File: config.mk
export PLATFORM = sky130hd
export DESIGN_NAME = an_ctrl_top
export DESIGN_NICKNAME = d
export VERILOG_FILES = /design/src/rtl/an_pkg.sv /design/src/rtl/an_break_timer.sv /design/src/rtl/an_resolve.sv /design/src/rtl/an_ctrl_top.sv
export SDC_FILE = /design/constraint.sdc
export NUM_CORES = 1
export LEC_CHECK = 0
export ABC_CLOCK_PERIOD_IN_PS = 2430
export BUFFER_PORTS_ARGS = -buffer_cell sky130_fd_sc_hd__buf_2
export CAP_MARGIN = 15
export CORE_MARGIN = 5
export CORE_UTILIZATION = 40
export CTS_BUF_LIST = sky130_fd_sc_hd__clkbuf_4
export DETAILED_ROUTE_END_ITERATION = 16
export PLACE_DENSITY = 0.73
export SETUP_SLACK_MARGIN = 0.1
export SLEW_MARGIN = 20
export SYNTH_ARGS = -nofsm -noshare
export SYNTH_HDL_FRONTEND = slang
export SYNTH_SLANG_ARGS = --single-unit
File: constraint.sdc
create_clock -name clk -period 2.43 [get_ports clk]
set_clock_uncertainty 0.15 [all_clocks]
set_input_delay 0.243 -clock clk [delete_from_list [all_inputs] [get_ports clk]]
set_output_delay 0.243 -clock clk [all_outputs]
set_load 0.005 [all_outputs]
File: src/rtl/an_pkg.sv
package an_pkg;
  localparam int unsigned REG_W    = 16;
  localparam int unsigned NABIL    = 4;
  localparam int unsigned ABIL_LSB = 5;

  localparam logic [1:0] ADDR_CTRL = 2'd0;
  localparam logic [1:0] ADDR_ADV  = 2'd1;
  localparam logic [1:0] ADDR_LP   = 2'd2;
  localparam logic [1:0] ADDR_STAT = 2'd3;

  localparam int unsigned C_SPD = 13;
  localparam int unsigned C_EN  = 12;
  localparam int unsigned C_RST = 9;
  localparam int unsigned C_DUP = 8;

  localparam logic [4:0] ADV_SELECTOR = 5'b00001;

  // ability index: bit1 = 100M, bit0 = full duplex
  typedef enum logic [1:0] {ST_BREAK, ST_DETECT, ST_LINK, ST_FORCED} an_state_e;

  typedef struct packed {
    logic ok;
    logic spd100;
    logic fdx;
  } an_res_t;
endpackage

File: src/rtl/an_break_timer.sv
module an_break_timer #(
  parameter int unsigned CYCLES = 30_000_000
) (
  input  logic clk,
  input  logic rst_n,
  input  logic start,
  output logic done
);
  localparam int unsigned CW = $clog2(CYCLES) + 1;
  localparam logic [CW-1:0] LOAD = CW'(CYCLES - 1);

  logic [CW-1:0] cnt;
  logic          run;

  always_ff @(posedge clk) begin
    if (!rst_n) begin
      cnt <= LOAD;
      run <= 1'b1;
    end else if (start) begin
      cnt <= LOAD;
      run <= 1'b1;
    end else if (run) begin
      if (cnt == '0) run <= 1'b0;
      else           cnt <= cnt - 1'b1;
    end
  end

  assign done = run && (cnt == '0);
endmodule

File: src/rtl/an_resolve.sv
module an_resolve
  import an_pkg::*;
(
  input  logic [NABIL-1:0] ours,
  input  logic [NABIL-1:0] theirs,
  output an_res_t          res
);
  logic [NABIL-1:0] common;
  assign common = ours & theirs;

  // scan upward so the highest shared ability wins
  always_comb begin
    res = '0;
    for (int i = 0; i < NABIL; i++) begin
      if (common[i]) begin
        res.ok     = 1'b1;
        res.spd100 = i[1];
        res.fdx    = i[0];
      end
    end
  end
endmodule

File: src/rtl/an_ctrl_top.sv
module an_ctrl_top
  import an_pkg::*;
#(
  parameter int unsigned BREAK_CYCLES = 30_000_000
) (
  input  logic        clk,
  input  logic        rst_n,
  input  logic [1:0]  reg_addr,
  input  logic        reg_wr,
  input  logic [15:0] reg_wdata,
  output logic [15:0] reg_rdata,
  input  logic        flp_valid,
  input  logic [15:0] flp_word,
  input  logic        idle100_seen,
  input  logic        nlp10_seen,
  input  logic        signal_present,
  input  logic        pd_fault,
  output logic        link_up,
  output logic        speed_100,
  output logic        full_duplex,
  output logic        traffic_en
);
  localparam int unsigned ABIL_MSB = ABIL_LSB + NABIL - 1;
  localparam logic [REG_W-1:0] LP_PD100 = REG_W'(1) << (ABIL_LSB + 2);
  localparam logic [REG_W-1:0] LP_PD10  = REG_W'(1) << ABIL_LSB;

  an_state_e         state;
  logic              ctrl_an_en, ctrl_spd, ctrl_dup, ctrl_rst;
  logic [NABIL-1:0]  adv_sw, adv_live;
  logic [REG_W-1:0]  lp_reg;
  logic              stat_lp_an, stat_pd_fault;
  logic              res_spd, res_dup;
  an_res_t           res;
  logic              brk_done;

  logic wr_ctrl, wr_adv, restart_req, force_req, go_break;
  logic unused_bits;

  assign wr_ctrl     = reg_wr && (reg_addr == ADDR_CTRL);
  assign wr_adv      = reg_wr && (reg_addr == ADDR_ADV);
  assign restart_req = wr_ctrl && reg_wdata[C_EN] && (reg_wdata[C_RST] || !ctrl_an_en);
  assign force_req   = wr_ctrl && !reg_wdata[C_EN];
  assign go_break    = !force_req &&
                       (ctrl_rst || (state == ST_LINK && !signal_present));
  assign unused_bits = ^{reg_wdata[15:14], reg_wdata[11:10], reg_wdata[4:0], flp_word[15]};

  an_break_timer #(.CYCLES(BREAK_CYCLES)) u_timer (
    .clk   (clk),
    .rst_n (rst_n),
    .start (go_break),
    .done  (brk_done)
  );

  an_resolve u_resolve (
    .ours   (adv_live),
    .theirs (flp_word[ABIL_MSB:ABIL_LSB]),
    .res    (res)
  );

  always_ff @(posedge clk) begin
    if (!rst_n) begin
      state         <= ST_BREAK;
      ctrl_an_en    <= 1'b1;
      ctrl_spd      <= 1'b1;
      ctrl_dup      <= 1'b0;
      ctrl_rst      <= 1'b0;
      adv_sw        <= '1;
      adv_live      <= '1;
      lp_reg        <= '0;
      stat_lp_an    <= 1'b0;
      stat_pd_fault <= 1'b0;
      res_spd       <= 1'b0;
      res_dup       <= 1'b0;
    end else begin
      if (wr_ctrl) begin
        ctrl_an_en <= reg_wdata[C_EN];
        ctrl_spd   <= reg_wdata[C_SPD];
        ctrl_dup   <= reg_wdata[C_DUP];
      end
      ctrl_rst <= restart_req;
      if (wr_adv) adv_sw <= reg_wdata[ABIL_MSB:ABIL_LSB];

      if (force_req) begin
        state <= ST_FORCED;
      end else if (go_break) begin
        state         <= ST_BREAK;
        adv_live      <= adv_sw;
        stat_pd_fault <= 1'b0;
      end else begin
        case (state)
          ST_BREAK: if (brk_done) state <= ST_DETECT;
          ST_DETECT: begin
            if (flp_valid) begin
              lp_reg     <= {1'b0, flp_word[14:0]};
              stat_lp_an <= 1'b1;
              if (res.ok) begin
                state   <= ST_LINK;
                res_spd <= res.spd100;
                res_dup <= res.fdx;
              end
            end else if (pd_fault) begin
              stat_pd_fault <= 1'b1;
            end else if (idle100_seen || nlp10_seen) begin
              state      <= ST_LINK;
              res_spd    <= idle100_seen;
              res_dup    <= 1'b0;
              lp_reg     <= idle100_seen ? LP_PD100 : LP_PD10;
              stat_lp_an <= 1'b0;
            end
          end
          default: ;
        endcase
      end
    end
  end

  assign link_up     = (state == ST_LINK) || (state == ST_FORCED && signal_present);
  assign speed_100   = (state == ST_FORCED) ? ctrl_spd : res_spd;
  assign full_duplex = (state == ST_FORCED) ? ctrl_dup : res_dup;
  assign traffic_en  = link_up;

  always_comb begin
    reg_rdata = '0;
    case (reg_addr)
      ADDR_CTRL: begin
        reg_rdata[C_SPD] = ctrl_spd;
        reg_rdata[C_EN]  = ctrl_an_en;
        reg_rdata[C_RST] = ctrl_rst;
        reg_rdata[C_DUP] = ctrl_dup;
      end
      ADDR_ADV: begin
        reg_rdata[ABIL_MSB:ABIL_LSB] = adv_sw;
        reg_rdata[4:0]               = ADV_SELECTOR;
      end
      ADDR_LP:   reg_rdata = lp_reg;
      default: begin
        reg_rdata[0] = stat_lp_an;
        reg_rdata[4] = stat_pd_fault;
      end
    endcase
  end
endmodule

# Yosys cells after proc, flatten, opt, wreduce, memory -nomap -nowiden
# Cells that the tools add are included.
[op_classes] n_div=0 n_reduce_logical=32 order_cmp=0 bitwise=5 n_shift=0 eq_ne=12 addsub=1 n_mux=42 n_mul=0
[ops] cell="16-bit 2-to-1 mux" n=3
[ops] cell="26-bit zero test" n=1
[ops] cell="26-bit by 1-bit subtractor with 26-bit output, second input constant" n=1
[ops] cell="2-bit 2-to-1 mux" n=9
[ops] cell="1-bit 2-to-1 mux" n=17
[ops] cell="3-bit 2-to-1 mux" n=5
[ops] cell="5-bit != test, second input constant" n=3
[ops] cell="5-bit AND reduction" n=2
[ops] cell="1-bit logical AND" n=9
[ops] cell="8-bit 2-to-1 mux" n=1
[ops] cell="2-bit case mux with 2 select lines" n=2
[ops] cell="2-bit equality test, second input constant" n=3
[ops] cell="1-bit case mux with 3 select lines" n=2
[ops] cell="3-bit case mux with 2 select lines" n=1
[ops] cell="6-bit AND reduction" n=1
[ops] cell="2-bit nonzero test" n=3
[ops] cell="4-bit AND" n=1
[ops] cell="2-bit by 1-bit equality test with 1-bit output, second input constant" n=2
[ops] cell="1-bit zero test" n=4
[ops] cell="2-bit zero test" n=2
[ops] cell="1-bit logical OR" n=4
[ops] cell="2-bit by 1-bit != test with 1-bit output, second input constant" n=2
[ops] cell="4-bit != test, second input constant" n=1
[ops] cell="1-bit NOT" n=4
[ops] cell="6 further kinds" n=9
[word_totals] romBits=0 latchBits=0 regBits=61 ram_bits=0 output_inout_bits=20 memories=0

# Depth between registers and ports, before layout
[logic_depth] depth_word=10 ltp_mapped=10 ltp_nobuf=7

# Hierarchy
# From an unflattened synthesis, not the netlist that was laid out.
[hier_totals] hier_cells=363 area_unflattened_um2=3032.9
[modules_own_cells] mod="an_ctrl_top" area_each_um2=1640.3 cells_per_inst=197 seq_area_each_um2=660.6 n_inst=1
[modules_own_cells] mod="an_break_timer" area_each_um2=1360.1 cells_per_inst=162 seq_area_each_um2=540.5 n_inst=1
[modules_own_cells] mod="an_resolve" area_each_um2=32.5 cells_per_inst=4 seq_area_each_um2=0.0 n_inst=1

# Worst setup path before layout
# No wires, ideal clock.
[synth_path] path_type="reg-to-reg" start="register u_timer.cnt[8]" end="register u_timer.cnt[24]" path_slack_ns=-0.103 stages_incl_launch_ff=8 setup_ns=0.129 t_required_ns=2.151 n_path_buf=2 t_arrival_ns=2.254 path_cell_list="dfxtp_1 -> or4_1 -> buf_2 -> or4_1 -> buf_2 -> or4b_4 -> xor2_1 -> nand2_1"
[synth_between] elab_chain_len=3
[synth_lines] item="start, declared" line_no="an_break_timer.sv:12" source="logic [CW-1:0] cnt;"
[synth_lines] item="start signal, assigned" line_no="an_break_timer.sv:24" source="else cnt <= cnt - 1'b1;"
[synth_lines] item="parallel branches: the longest is 3 deep, another holds 26-bit by 1-bit subtractor with 26-bit output"
# Parallel ways; which one is timed is not known.
# A chain may end at the register's enable or synchronous reset.

# Worst setup path after layout
[layout_path] start="register u_timer.cnt[5]" end="register u_timer.cnt[24]"
# Same word-level chain as after synthesis.

==> qor.yml <==
syn_inst: 351
finalNetCount: 488
clkSinkCount: 60
htreeDepth: 3
dpl-instance-area_sq_um: 3410
top_layer: "met4"
synth.area.top_cells: "dfxtp_1, nand2_1, xnor2_1, a21boi_0, nand4_1"
port_buffers: 50
core_sq_um: 7250
path_cells: "or4_4 -> or4_4 -> or4b_4 -> xor2_1 -> nand2_1"
p_per_area_nw_per_um2: 495
syn_nets: 399
yosysTopAreaCell: "dfxtp_1"
power.switching_w: 0.000592
grt_max_degree: 23
row_count: 31
synth_edf_count: 0
detail-route-antenna-nets: 0
clk_pin_slew_ps: 120
drive_gt1_share_pct: 27.6
cts_tree: "built"
fp.dieH_microns: 96.3
setup.worst_path.class: "reg -> reg"
firstDrtPassIters: 4
overflow: 0
combPwrFrac_pct: 14.7
slowest_delay_ps: 540
min_path_type: "in -> reg"
clk_latency_ps: 410
worst-path-max-fanout: 3
drtIter0Drc: 121
final.min_clock_period_ps: 2370
crit_start: "u_timer.cnt[5]"
antennaDiodeCount: 0
io_pins: 62
largest_reg_flops: 26
critPathBufInv: 0
wirelength_met1_mm: 3.13
die_w_microns: 96.3
cap_violations: 0
p_clk_share_pct: 32.4
max_slew.worst_pin.slew_ps: 602
grt_pass1_wl_mm: 12.6
final_hold_viol_count: 0
cts_buffer_depth: 2
yosysSeqAreaShare_pct: 40.4
fmax_mhz: 422
status: "finished clean"
area_growth_pct: 33.2
syn_area_per_cell_sq_um: 8.48
required_ps: 2600
fin_area_sq_um: 3970
swShare_pct: 30.1
synth_top_area_share_pct: 40.4
crit_top_cell: "or4_4"
p_int_w: 0.00137
grt_setup_unrepaired: "yes"
routabilityCongestion: 0.870
worst_setup_path_start_kind: "flip-flop"
drc: 0
met3_wirelength_microns: 401
pwr-share-seq_pct: 52.9
synthDistinctLibCells: 53
wl_mm: 7.71
vias_per_cell: 5.32
peakVddDrop_uv: 376
holdWs_ps: 52.9
vias: 2895
yosysWarnings: 0
ys.flop_type: "dfxtp_1"
synth_seq_cells: 60
slew_viol_final: 0
end_kind: "flip-flop"
antenna_found_initial: 0
finalSetupViolations: 0
min_from: "reg_wr"
r2r_start: "u_timer.cnt[5]"
syn_area_sq_um: 2980
dp_hpwl_mm: 5.22
min_period_over_period_pct: 97.5
synthArstFlopShare_pct: 0
critical-path-top-delay-family: "simple AND/OR/NAND/NOR gates"
p_leak_nw: 1.51
grt_pass1_vias: 2822
initial_core_util_pct: 41.0
wl_met2_mm: 4.06
grt_usage_pct: 17.3
relSlewSlack_pct: 59.8
arrival_ps: 2530
cts_buffers: 9
root_buffer: "clkbuf_4"
die-area_sq_um: 9270
wl_per_cell_microns: 14.2
crit_slowest_cell: "or4_4"
[timing repair]
item / CTS / global route
gates cloned: 0 / 0
endpoints found under the hold margin: 23 / 1
endpoints found under the setup margin: 5 / 16
hold buffers: 26 / 1
resized for setup: 5 / 19
buffers inserted: 2 / 5
pin swaps: 4 / 7
[through the flow]
step / total power (W) / setup slack (ps) / cells / setup TNS (ps) / util [%]
floorplan: 0.00121 / -103 / 351 / -103 / -
global placement: 0.00131 / 29.8 / 494 / 0 / 47.1
detailed placement: 0.00131 / -7.50 / 494 / -9.47 / 47.1
CTS: 0.00198 / 28.3 / 538 / 0 / 52.8
global route: 0.00208 / -19.4 / 544 / -19.4 / 54.7
finish: 0.00196 / 61.9 / 544 / 0 / 54.7
[path summary, 6_finish.rpt]
check / end / slack, ps / depth (start not counted)
worst max-delay path: u_timer.cnt[24] / 60 / 5
worst min-delay path: ctrl_dup / 50 / 3
worst max register to register: u_timer.cnt[24] / 60 / 5
worst min register to register: lp_reg[3] / 310 / 2
[power by group through the flow]
stage | sequential, W | combinational (W) | clock, W
after floorplan | 0.00105 | 0.000160 | 0
after global placement | 0.00106 | 0.000247 | 0
after detailed placement | 0.00106 | 0.000250 | 0
after CTS | 0.00104 | 0.000283 | 0.000662
after global routing | 0.00104 | 0.000319 | 0.000718
final | 0.00104 | 0.000288 | 0.000637
[worst min-delay path: cells and delay by family]
family,cells,cell delay [ps]
buffers and inverters,1,160
AOI/OAI and AO/OA,1,70
and+or+nand+nor,1,100
[layout by cell type (no fill, tap or decap), types with 3 or more instances in the layout]
master          n
or4_1           3
nor3b_1         3
a21boi_0       17
dfxtp_1        57
and2_1          8
buf_4          26
dfxtp_2         3
xor2_1          4
clkbuf_4        9
mux2i_1         6
o21ai_0         9
a22oi_1         4
mux2_2          3
dlygate4sd3_1  27
inv_1           7
inv_6           3
xnor2_1        15
nor2_1         15
clkinvlp_4      3
o31ai_1         4
a21oi_1         7
a22o_1          3
buf_2          50
ha_1            6
nand3_1        17
nor2b_1         7
or3_1           3
a211oi_1        5
nand4_1        16
or4_4           6
nand2_1        54
[per-layer routing]
| metal | vias up | track usage (%) |
|---|---|---|
| met5 | - | 0 |
| met1 | 1369 | 18.9 |
| met4 | 0 | 4.86 |
| met2 | 77 | 31.1 |
| li1 | 1438 | - |
| met3 | 11 | 6.41 |
[cell families after synthesis]
logic type      after synthesis  synth area share [%]
flops                        60                  40.4
simple gates                153                  26.9
other cells                   1                 0.126
mux                           9                  3.15
buf+inv                      34                  4.71
fa+ha+maj                     6                  2.52
compound gates               69                  16.6
xor+xnor                     19                  5.59
[cell usage after synthesis (4+ instances only)]
library cell and n:
a2111oi_0 4, a211oi_1 5, a21boi_0 17, a21oi_1 8
a22oi_1 4, and2_1 8, buf_2 4, clkbuf_1 21
dfxtp_1 60, ha_1 6, inv_1 7, mux2i_1 6
nand2_1 54, nand3_1 17, nand4_1 16, nor2_1 15
nor2b_1 7, nor4_1 6, o21ai_0 9, o31ai_1 5
or4_1 7, xnor2_1 15, xor2_1 4
[area by class of cell]
type | instances | area (sq um)
clock buffer | 9 | 67.6
sequential | 60 | 1200
timing repair buffer | 105 | 747
multi-input combinational | 257 | 1740
clock inverter | 7 | 57.6
tap | 99 | 124
fill | 683 | 3290
inverter | 7 | 26.3
Note: power is estimated with default switching activity, not from simulation.
